$ cat config.mk
export PLATFORM = sky130hd
export DESIGN_NAME = coinc_energy_filter
export DESIGN_NICKNAME = d
export VERILOG_FILES = /design/src/rtl/hitflt_pkg.sv /design/src/rtl/hitflt_gain_table.sv /design/src/rtl/hitflt_cluster.sv /design/src/rtl/hitflt_window.sv /design/src/rtl/coinc_energy_filter.sv
export SDC_FILE = /design/constraint.sdc
export NUM_CORES = 2
export LEC_CHECK = 0
export ABC_AREA = 1
export BUFFER_PORTS_ARGS = -buffer_cell sky130_fd_sc_hd__buf_2
export CAP_MARGIN = 30
export CORE_MARGIN = 10
export CORE_UTILIZATION = 40
export DETAILED_ROUTE_END_ITERATION = 8
export PLACE_DENSITY = 0.55
export SLEW_MARGIN = 20
export SYNTH_ARGS = -nofsm -noshare
export SYNTH_HDL_FRONTEND = slang
export SYNTH_SLANG_ARGS = --single-unit
$ cat constraint.sdc
create_clock -name clk -period 7.65 [get_ports clk]
set_clock_uncertainty 0.15 [all_clocks]
set_input_delay 1.53 -clock clk [delete_from_list [all_inputs] [get_ports clk]]
set_output_delay 1.53 -clock clk [all_outputs]
set_load 0.01 [all_outputs]
$ cat src/rtl/hitflt_pkg.sv
package hitflt_pkg;

    localparam int TS_W    = 24;
    localparam int ID_W    = 8;
    localparam int AMP_W   = 9;
    localparam int FLAG_W  = 7;
    localparam int CHIP_W  = 4;
    localparam int CH_W    = ID_W - CHIP_W;
    localparam int HIT_W   = TS_W + ID_W + AMP_W + FLAG_W;
    localparam int AMP_MAX = (1 << AMP_W) - 1;

    typedef struct packed {
        logic [TS_W-1:0]   ts;
        logic [ID_W-1:0]   id;
        logic [AMP_W-1:0]  amp;
        logic [FLAG_W-1:0] flags;
    } hit_t;

endpackage

$ cat src/rtl/hitflt_gain_table.sv
module hitflt_gain_table
    import hitflt_pkg::*;
#(
    parameter int N_CH   = 16,
    parameter int GAIN_W = 8,
    parameter int FRAC   = 6
) (
    input  logic                     clk,
    input  logic                     rst_n,
    input  logic                     cfg_we,
    input  logic [$clog2(N_CH)-1:0]  cfg_addr,
    input  logic [GAIN_W-1:0]        cfg_gain,
    input  logic [$clog2(N_CH)-1:0]  rd_ch,
    input  logic [AMP_W-1:0]         rd_amp,
    output logic [AMP_W-1:0]         corr_amp
);
    localparam int PROD_W = AMP_W + GAIN_W;
    localparam logic [GAIN_W-1:0] UNITY = GAIN_W'(1 << FRAC);

    logic [GAIN_W-1:0] gain_q [N_CH];
    logic [PROD_W-1:0] prod;
    logic [PROD_W-1:0] scaled;

    always_ff @(posedge clk or negedge rst_n) begin
        if (!rst_n) begin
            for (int i = 0; i < N_CH; i++) gain_q[i] <= UNITY;
        end else if (cfg_we) begin
            gain_q[cfg_addr] <= cfg_gain;
        end
    end

    always_comb begin
        prod     = PROD_W'(rd_amp) * PROD_W'(gain_q[rd_ch]);
        scaled   = prod >> FRAC;
        corr_amp = (scaled > PROD_W'(AMP_MAX)) ? AMP_W'(AMP_MAX) : scaled[AMP_W-1:0];
    end

endmodule

$ cat src/rtl/hitflt_cluster.sv
module hitflt_cluster
    import hitflt_pkg::*;
#(
    parameter int CLUSTER_WIN = 4
) (
    input  logic             clk,
    input  logic             rst_n,
    input  logic             in_valid,
    output logic             in_ready,
    input  hit_t             in_hit,
    input  logic [AMP_W-1:0] e_lo,
    input  logic [AMP_W-1:0] e_hi,
    output logic             ev_valid,
    input  logic             ev_ready,
    output hit_t             ev_hit,
    output logic             ev_marker
);
    typedef enum logic [1:0] {B_COLLECT, B_EMIT, B_MARK} bstate_t;

    bstate_t          state_q, state_d;
    logic             open_q;
    hit_t             cl_q;
    hit_t             pend_q;
    logic             pend_mark_q;
    logic             in_mark;
    logic             joins;
    logic             energy_ok;
    logic             emit_done;
    logic [TS_W-1:0]  dts;
    logic [AMP_W:0]   sum_w;
    logic [AMP_W-1:0] sum_sat;

    always_comb begin
        in_mark   = in_hit.flags[0];
        dts       = in_hit.ts - cl_q.ts;
        joins     = open_q && (in_hit.id[ID_W-1:CH_W] == cl_q.id[ID_W-1:CH_W])
                    && (dts <= TS_W'(CLUSTER_WIN));
        energy_ok = (cl_q.amp >= e_lo) && (cl_q.amp <= e_hi);
        emit_done = !energy_ok || ev_ready;
        sum_w     = {1'b0, cl_q.amp} + {1'b0, in_hit.amp};
        sum_sat   = sum_w[AMP_W] ? AMP_W'(AMP_MAX) : sum_w[AMP_W-1:0];
    end

    always_ff @(posedge clk or negedge rst_n) begin
        if (!rst_n) state_q <= B_COLLECT;
        else        state_q <= state_d;
    end

    always_comb begin
        state_d = state_q;
        unique case (state_q)
            B_COLLECT: if (in_valid) begin
                if (in_mark)              state_d = open_q ? B_EMIT : B_MARK;
                else if (open_q && !joins) state_d = B_EMIT;
            end
            B_EMIT:    if (emit_done) state_d = pend_mark_q ? B_MARK : B_COLLECT;
            B_MARK:    if (ev_ready)  state_d = B_COLLECT;
            default:   state_d = B_COLLECT;
        endcase
    end

    always_comb begin
        in_ready  = (state_q == B_COLLECT);
        ev_valid  = ((state_q == B_EMIT) && energy_ok) || (state_q == B_MARK);
        ev_marker = (state_q == B_MARK);
        ev_hit    = (state_q == B_MARK) ? pend_q : cl_q;
    end

    always_ff @(posedge clk or negedge rst_n) begin
        if (!rst_n) begin
            open_q      <= 1'b0;
            cl_q        <= '0;
            pend_q      <= '0;
            pend_mark_q <= 1'b0;
        end else begin
            unique case (state_q)
                B_COLLECT: if (in_valid) begin
                    if (in_mark) begin
                        pend_q      <= in_hit;
                        pend_mark_q <= 1'b1;
                    end else if (joins) begin
                        cl_q.amp <= sum_sat;
                    end else if (open_q) begin
                        pend_q      <= in_hit;
                        pend_mark_q <= 1'b0;
                    end else begin
                        cl_q   <= in_hit;
                        open_q <= 1'b1;
                    end
                end
                B_EMIT: if (emit_done) begin
                    if (pend_mark_q) open_q <= 1'b0;
                    else             cl_q   <= pend_q;
                end
                B_MARK: if (ev_ready) pend_mark_q <= 1'b0;
                default: ;
            endcase
        end
    end

    AST_SUM_GROWS: assert property (@(posedge clk) disable iff (!rst_n)
        (state_q == B_COLLECT && in_valid && !in_mark && joins) |=> (cl_q.amp >= $past(cl_q.amp)));

endmodule

$ cat src/rtl/hitflt_window.sv
module hitflt_window
    import hitflt_pkg::*;
#(
    parameter int DEPTH  = 8,
    parameter int DROP_W = 16
) (
    input  logic              clk,
    input  logic              rst_n,
    input  logic              ev_valid,
    output logic              ev_ready,
    input  hit_t              ev_hit,
    input  logic              ev_marker,
    input  logic [7:0]        coinc_win,
    output logic              out_valid,
    input  logic              out_ready,
    output hit_t              out_data,
    output logic [DROP_W-1:0] drop_count
);
    localparam int CNT_W = $clog2(DEPTH + 1);

    typedef enum logic [1:0] {W_IDLE, W_MATCH, W_RETIRE, W_INSERT} wstate_t;

    wstate_t          state_q, state_d;
    hit_t             ent_q [DEPTH];
    logic [DEPTH-1:0] co_q;
    logic [CNT_W-1:0] cnt_q;
    hit_t             nh_q;
    logic             nm_q;
    logic             nco_q;
    logic [DEPTH-1:0] hitv;
    logic             head_exp;
    logic             pop;
    logic [TS_W-1:0]  head_dts;
    logic [TS_W-1:0]  out_dts;

    always_comb begin
        for (int i = 0; i < DEPTH; i++) begin
            logic [TS_W-1:0] d;
            d       = nh_q.ts - ent_q[i].ts;
            hitv[i] = (CNT_W'(i) < cnt_q) && !nm_q
                      && (ent_q[i].id[ID_W-1:CH_W] != nh_q.id[ID_W-1:CH_W])
                      && (d <= TS_W'(coinc_win));
        end
        head_dts = nh_q.ts - ent_q[0].ts;
        head_exp = (cnt_q != '0) && (head_dts > TS_W'(coinc_win));
        pop      = (state_q == W_RETIRE) && head_exp && (!co_q[0] || out_ready);
    end

    always_ff @(posedge clk or negedge rst_n) begin
        if (!rst_n) state_q <= W_IDLE;
        else        state_q <= state_d;
    end

    always_comb begin
        state_d = state_q;
        unique case (state_q)
            W_IDLE:   if (ev_valid) state_d = W_MATCH;
            W_MATCH:  state_d = W_RETIRE;
            W_RETIRE: if (!head_exp) state_d = W_INSERT;
            W_INSERT: state_d = W_IDLE;
            default:  state_d = W_IDLE;
        endcase
    end

    always_comb begin
        ev_ready  = (state_q == W_IDLE);
        out_valid = (state_q == W_RETIRE) && head_exp && co_q[0];
        out_data  = ent_q[0];
    end

    always_ff @(posedge clk or negedge rst_n) begin
        if (!rst_n) begin
            for (int i = 0; i < DEPTH; i++) ent_q[i] <= '0;
            co_q       <= '0;
            cnt_q      <= '0;
            nh_q       <= '0;
            nm_q       <= 1'b0;
            nco_q      <= 1'b0;
            drop_count <= '0;
        end else begin
            unique case (state_q)
                W_IDLE: if (ev_valid) begin
                    nh_q <= ev_hit;
                    nm_q <= ev_marker;
                end
                W_MATCH: begin
                    co_q  <= co_q | hitv;
                    nco_q <= |hitv;
                end
                W_RETIRE: if (pop) begin
                    for (int i = 0; i < DEPTH - 1; i++) begin
                        ent_q[i] <= ent_q[i+1];
                        co_q[i]  <= co_q[i+1];
                    end
                    co_q[DEPTH-1] <= 1'b0;
                    cnt_q         <= cnt_q - 1'b1;
                end
                W_INSERT: if (!nm_q) begin
                    if (cnt_q == CNT_W'(DEPTH)) begin
                        for (int i = 0; i < DEPTH - 1; i++) begin
                            ent_q[i] <= ent_q[i+1];
                            co_q[i]  <= co_q[i+1];
                        end
                        ent_q[DEPTH-1] <= nh_q;
                        co_q[DEPTH-1]  <= nco_q;
                        drop_count     <= drop_count + 1'b1;
                    end else begin
                        for (int i = 0; i < DEPTH; i++) begin
                            if (CNT_W'(i) == cnt_q) begin
                                ent_q[i] <= nh_q;
                                co_q[i]  <= nco_q;
                            end
                        end
                        cnt_q <= cnt_q + 1'b1;
                    end
                end
                default: ;
            endcase
        end
    end

    assign out_dts = nh_q.ts - out_data.ts;

    AST_OUT_HOLD: assert property (@(posedge clk) disable iff (!rst_n)
        (out_valid && !out_ready) |=> (out_valid && $stable(out_data)));
    AST_NO_MARKER_OUT: assert property (@(posedge clk) disable iff (!rst_n)
        out_valid |-> !out_data.flags[0]);
    AST_OUT_FINAL: assert property (@(posedge clk) disable iff (!rst_n)
        out_valid |-> (out_dts > TS_W'(coinc_win)));
    AST_CNT_RANGE: assert property (@(posedge clk) disable iff (!rst_n)
        cnt_q <= CNT_W'(DEPTH));
    AST_DROP_ON_FULL: assert property (@(posedge clk) disable iff (!rst_n)
        (drop_count != $past(drop_count)) |-> ($past(cnt_q) == CNT_W'(DEPTH)));

endmodule

$ cat src/rtl/coinc_energy_filter.sv
module coinc_energy_filter
    import hitflt_pkg::*;
#(
    parameter int CLUSTER_WIN = 4,
    parameter int DEPTH       = 8,
    parameter int DROP_W      = 16,
    parameter int N_CH        = 16,
    parameter int GAIN_W      = 8
) (
    input  logic                    clk,
    input  logic                    rst_n,
    input  logic                    in_valid,
    output logic                    in_ready,
    input  logic [HIT_W-1:0]        in_data,
    output logic                    out_valid,
    input  logic                    out_ready,
    output logic [HIT_W-1:0]        out_data,
    input  logic                    cfg_we,
    input  logic [$clog2(N_CH)-1:0] cfg_addr,
    input  logic [GAIN_W-1:0]       cfg_gain,
    input  logic [7:0]              coinc_win,
    input  logic [AMP_W-1:0]        e_lo,
    input  logic [AMP_W-1:0]        e_hi,
    output logic [DROP_W-1:0]       drop_count
);
    hit_t             raw_hit;
    hit_t             corr_hit;
    logic [AMP_W-1:0] corr_amp;
    logic             ev_valid;
    logic             ev_ready;
    hit_t             ev_hit;
    logic             ev_marker;
    hit_t             win_out;

    assign raw_hit = hit_t'(in_data);

    hitflt_gain_table #(.N_CH(N_CH), .GAIN_W(GAIN_W), .FRAC(GAIN_W - 2)) gain_i (
        .clk      (clk),
        .rst_n    (rst_n),
        .cfg_we   (cfg_we),
        .cfg_addr (cfg_addr),
        .cfg_gain (cfg_gain),
        .rd_ch    (raw_hit.id[$clog2(N_CH)-1:0]),
        .rd_amp   (raw_hit.amp),
        .corr_amp (corr_amp)
    );

    always_comb begin
        corr_hit     = raw_hit;
        corr_hit.amp = corr_amp;
    end

    hitflt_cluster #(.CLUSTER_WIN(CLUSTER_WIN)) clus_i (
        .clk       (clk),
        .rst_n     (rst_n),
        .in_valid  (in_valid),
        .in_ready  (in_ready),
        .in_hit    (corr_hit),
        .e_lo      (e_lo),
        .e_hi      (e_hi),
        .ev_valid  (ev_valid),
        .ev_ready  (ev_ready),
        .ev_hit    (ev_hit),
        .ev_marker (ev_marker)
    );

    hitflt_window #(.DEPTH(DEPTH), .DROP_W(DROP_W)) win_i (
        .clk        (clk),
        .rst_n      (rst_n),
        .ev_valid   (ev_valid),
        .ev_ready   (ev_ready),
        .ev_hit     (ev_hit),
        .ev_marker  (ev_marker),
        .coinc_win  (coinc_win),
        .out_valid  (out_valid),
        .out_ready  (out_ready),
        .out_data   (win_out),
        .drop_count (drop_count)
    );

    assign out_data = win_out;

    AST_ENERGY_WINDOW: assert property (@(posedge clk) disable iff (!rst_n)
        (ev_valid && !ev_marker) |-> (ev_hit.amp >= e_lo && ev_hit.amp <= e_hi));

endmodule

==> impl_metrics.ini <==
[run_status]
outcome = finished clean

[worst_setup_path]
cp_slowest_cell = fa_1
reg2reg_from = gain_i.gain_q[78]
rrSetupSlack_ps = 1080
cp_top_family = adder cells
critical_path.most_common_cell = nand2_2
cp-startpoint = in_data[17]
worstSetupPathType = in -> reg
worst-path-buf-inv = 11
critical_path.max_stage_delay_ps = 550
cp-start-kind = input pin
ff2ff_path_depth = 39
cp.required_ps = 8100
cp_data_arrival_time_ps = 7800
end_kind = flop
r2r-end = clus_i.cl_q[10]
path_max_fanout = 7

[logic_synthesis]
synth_edf_count = 0
synth_top_family_by_area = simple AND/OR/NAND/NOR gates
ys_seq_area_share_pct = 32.4
synth_xor_area_share_pct = 2.27
synth_area_mm2 = 0.0535
avgSynthCellArea_um2 = 6.60
synth_cells = 8110
synth-seq-cells = 692
synth_flop_cell = dfrtp_1
synthArstFlopShare_pct = 100
yosys-top-cells-count = nand2_1, inv_1, o21ai_0, dfrtp_1, nand3_1
synth_area_leaders = dfrtp_1, nand2_1, inv_1
synth_top_area_share_pct = 31.6
synth_mux_area_share_pct = 0.0421
synth_nets = 8593
yosysMostFrequentCell = nand2_1
synth-compound-area-share_pct = 13.7
yosys.area.top_type = dfrtp_1
synth_fa_ha_area_share_pct = 9.86
yosysWarnings = 0
synth-simple-area-share_pct = 29.1
synth.distinct_cells = 43

[floorplanning]
die_area_mm2 = 0.149
start_util_pct = 40.2
rows = 134
core_mm2 = 0.133
die_h_um = 386
pin_count = 157
die_w_um = 386

[power]
powerDensity_mw_per_mm2 = 527
ir_drop_uv = 653
power.total_mw = 32.0
leakage_nw = 31.9

[cts]
clk-insertion-delay-late_ps = 720
hold_buffers = 0
clk_pin_slew_ps = 60
h-tree-depth = 3
cts_tree = built
cts_sinks = 692
cts_inserted_buffers = 84
clock_path_buffers = 3
cts_root_buffer = clkbuf_16

[min_path]
holdCritStartpoint = clus_i.pend_q[21]
min_path_type = reg -> reg
min_to = clus_i.pend_q[21]
min_path_cells = 2

[sta]
finalSetupViolCount = 0
maxSlewHeadroom_pct = 35.0
period_needed_ps = 7350
max_freq_mhz = 136
setup-tns-final_ps = 0
hold_viol = 0
period_share_pct = 96.0
maxSlewViolCount = 0
setup_ws_ps = 302
worstMarginPinSlew_ps = 973
rsz0062_at_grt = true

[detailed_routing]
firstDrtPassIters = 6
route.detailed.drc = 0
wl_per_cell_um = 19.6
finalWirelength_um = 198000
ant_nets = 0
vias_per_cell = 5.18
drtIter0Drc = 4360
vias = 52300

[global_route]
grt_use_total_pct = 26.1
grt_pass1_vias = 50200
grt_max_degree = 134
antenna_found_initial = 17
grt_pass1_wl_um = 302000
overflow = 0

[placed_design]
dp_hpwl_um = 150000
pre_cts_ws_ps = -701
placed_cell_area_mm2 = 0.0571
io_buffers = 156
place_congestion = 0.938

[finish]
post-route-cell-area_mm2 = 0.0608
drive_gt1_share_pct = 7.81
layout.nets = 8744
fillers = 14100
synthToLayoutAreaGrowth_pct = 13.6

[run]
max_cap_viol_count = 0
-- cells by family (layout without fill, tap and decap cells) --
logic type      count (synthesis)  after routing
simple gates                 3776           3776
flops                         692            692
other cells                     0              4
buf+inv                      1732           1948
compound gates               1377           1377
fa+ha+maj                     392            392
xor+xnor                      139            139
mux                             2              2
-- layout make-up --
cell class	count	area [um2]	area share (%)
clock buffer	127	2430	4.00
timing repair buffer	369	2770	4.55
antenna	4	10.0	0.0165
timing repair inverter	2	17.5	0.0288
inverter	1426	5390	8.86
tap	1768	2210	3.64
clock inverter	24	445	0.732
multi-input combinational	5686	30200	49.7
sequential	692	17300	28.5
-- worst max-delay path by stage --
| stage | cells after the start | slack (ps) | end |
|---|---|---|---|
| floorplan | 36 | 3 | clus_i.cl_q[15] |
| global placement | 39 | -670 | clus_i.cl_q[15] |
| detailed placement | 39 | -700 | clus_i.cl_q[15] |
| CTS | 39 | 50 | clus_i.cl_q[15] |
| global route | 39 | -160 | clus_i.cl_q[15] |
| finish | 44 | 300 | clus_i.cl_q[10] |
-- cells in the final DEF (no fill, tap or decap), types with 12 or more instances in the layout --
master / Yosys / routed
o21ai_1: 51 / 65
nand3_1: 646 / 631
ha_1: 342 / 329
fa_1: 50 / 48
nor2_1: 463 / 438
nand2_1: 2418 / 2385
o21ai_0: 856 / 835
ha_4: 0 / 12
o211ai_1: 74 / 74
nor2_2: 0 / 15
buf_12: 0 / 18
dfstp_2: 16 / 16
nand3b_1: 29 / 29
clkbuf_8: 0 / 17
a21oi_1: 290 / 273
nand2_2: 0 / 24
clkbuf_16: 0 / 88
xor2_1: 95 / 95
dfrtp_1: 676 / 676
and2_1: 18 / 17
nand4_1: 130 / 130
nor3_1: 57 / 55
buf_2: 46 / 153
o21bai_1: 30 / 30
xnor2_1: 44 / 44
inv_1: 1420 / 1409
clkbuf_1: 209 / 26
o21a_1: 20 / 20
buf_4: 48 / 182
-- per-stage QoR --
stage	instances	hold WS (ps)	util (%)
2_1_floorplan	8110	292	-
3_3_place_gp	9898	303	42.8
3_5_place_dp	9907	308	42.9
4_1_cts	10100	323	45.0
5_1_grt	10100	343	45.7
6_report	10100	318	45.7
-- per-layer routing --
metal | track usage [%] | up-vias | share of wire [%]
met5 | 0 | - | 0.027
met4 | 8.68 | 8 | 3.3
met3 | 3.00 | 261 | 5.4
met2 | 43.0 | 1330 | 46
met1 | 35.2 | 24600 | 45
li1 | - | 26100 | -
-- tightest hold or removal path, cell delays in order, from the launching register on --
cell and delay, ps:
dfrtp_1 340, nand2_1 50, nand2_1 50
-- registers in the layout, summed over array words and instances (netlist names), 4 cells and up --
name	cells
win_i.ent_q	336
gain_i.gain_q	128
clus_i.cl_q	48
clus_i.pend_q	48
win_i.nh_q	48
win_i.out_data	48
win_i.drop_count	16
win_i.co_q	8
win_i.cnt_q	4
-- power breakdown --
part	switching (mW)	internal [mW]	leakage, nW
clock network	1.77	2.48	1.39
logic	14.6	7.59	21.4
registers	0.832	4.76	9.05
-- what timing repair did --
action | in CTS | in global routing
setup buffers | 0 | 27
setup endpoints to repair | 0 | 9
gates resized for setup | 0 | 125
Power figures use the tool's default switching activity.
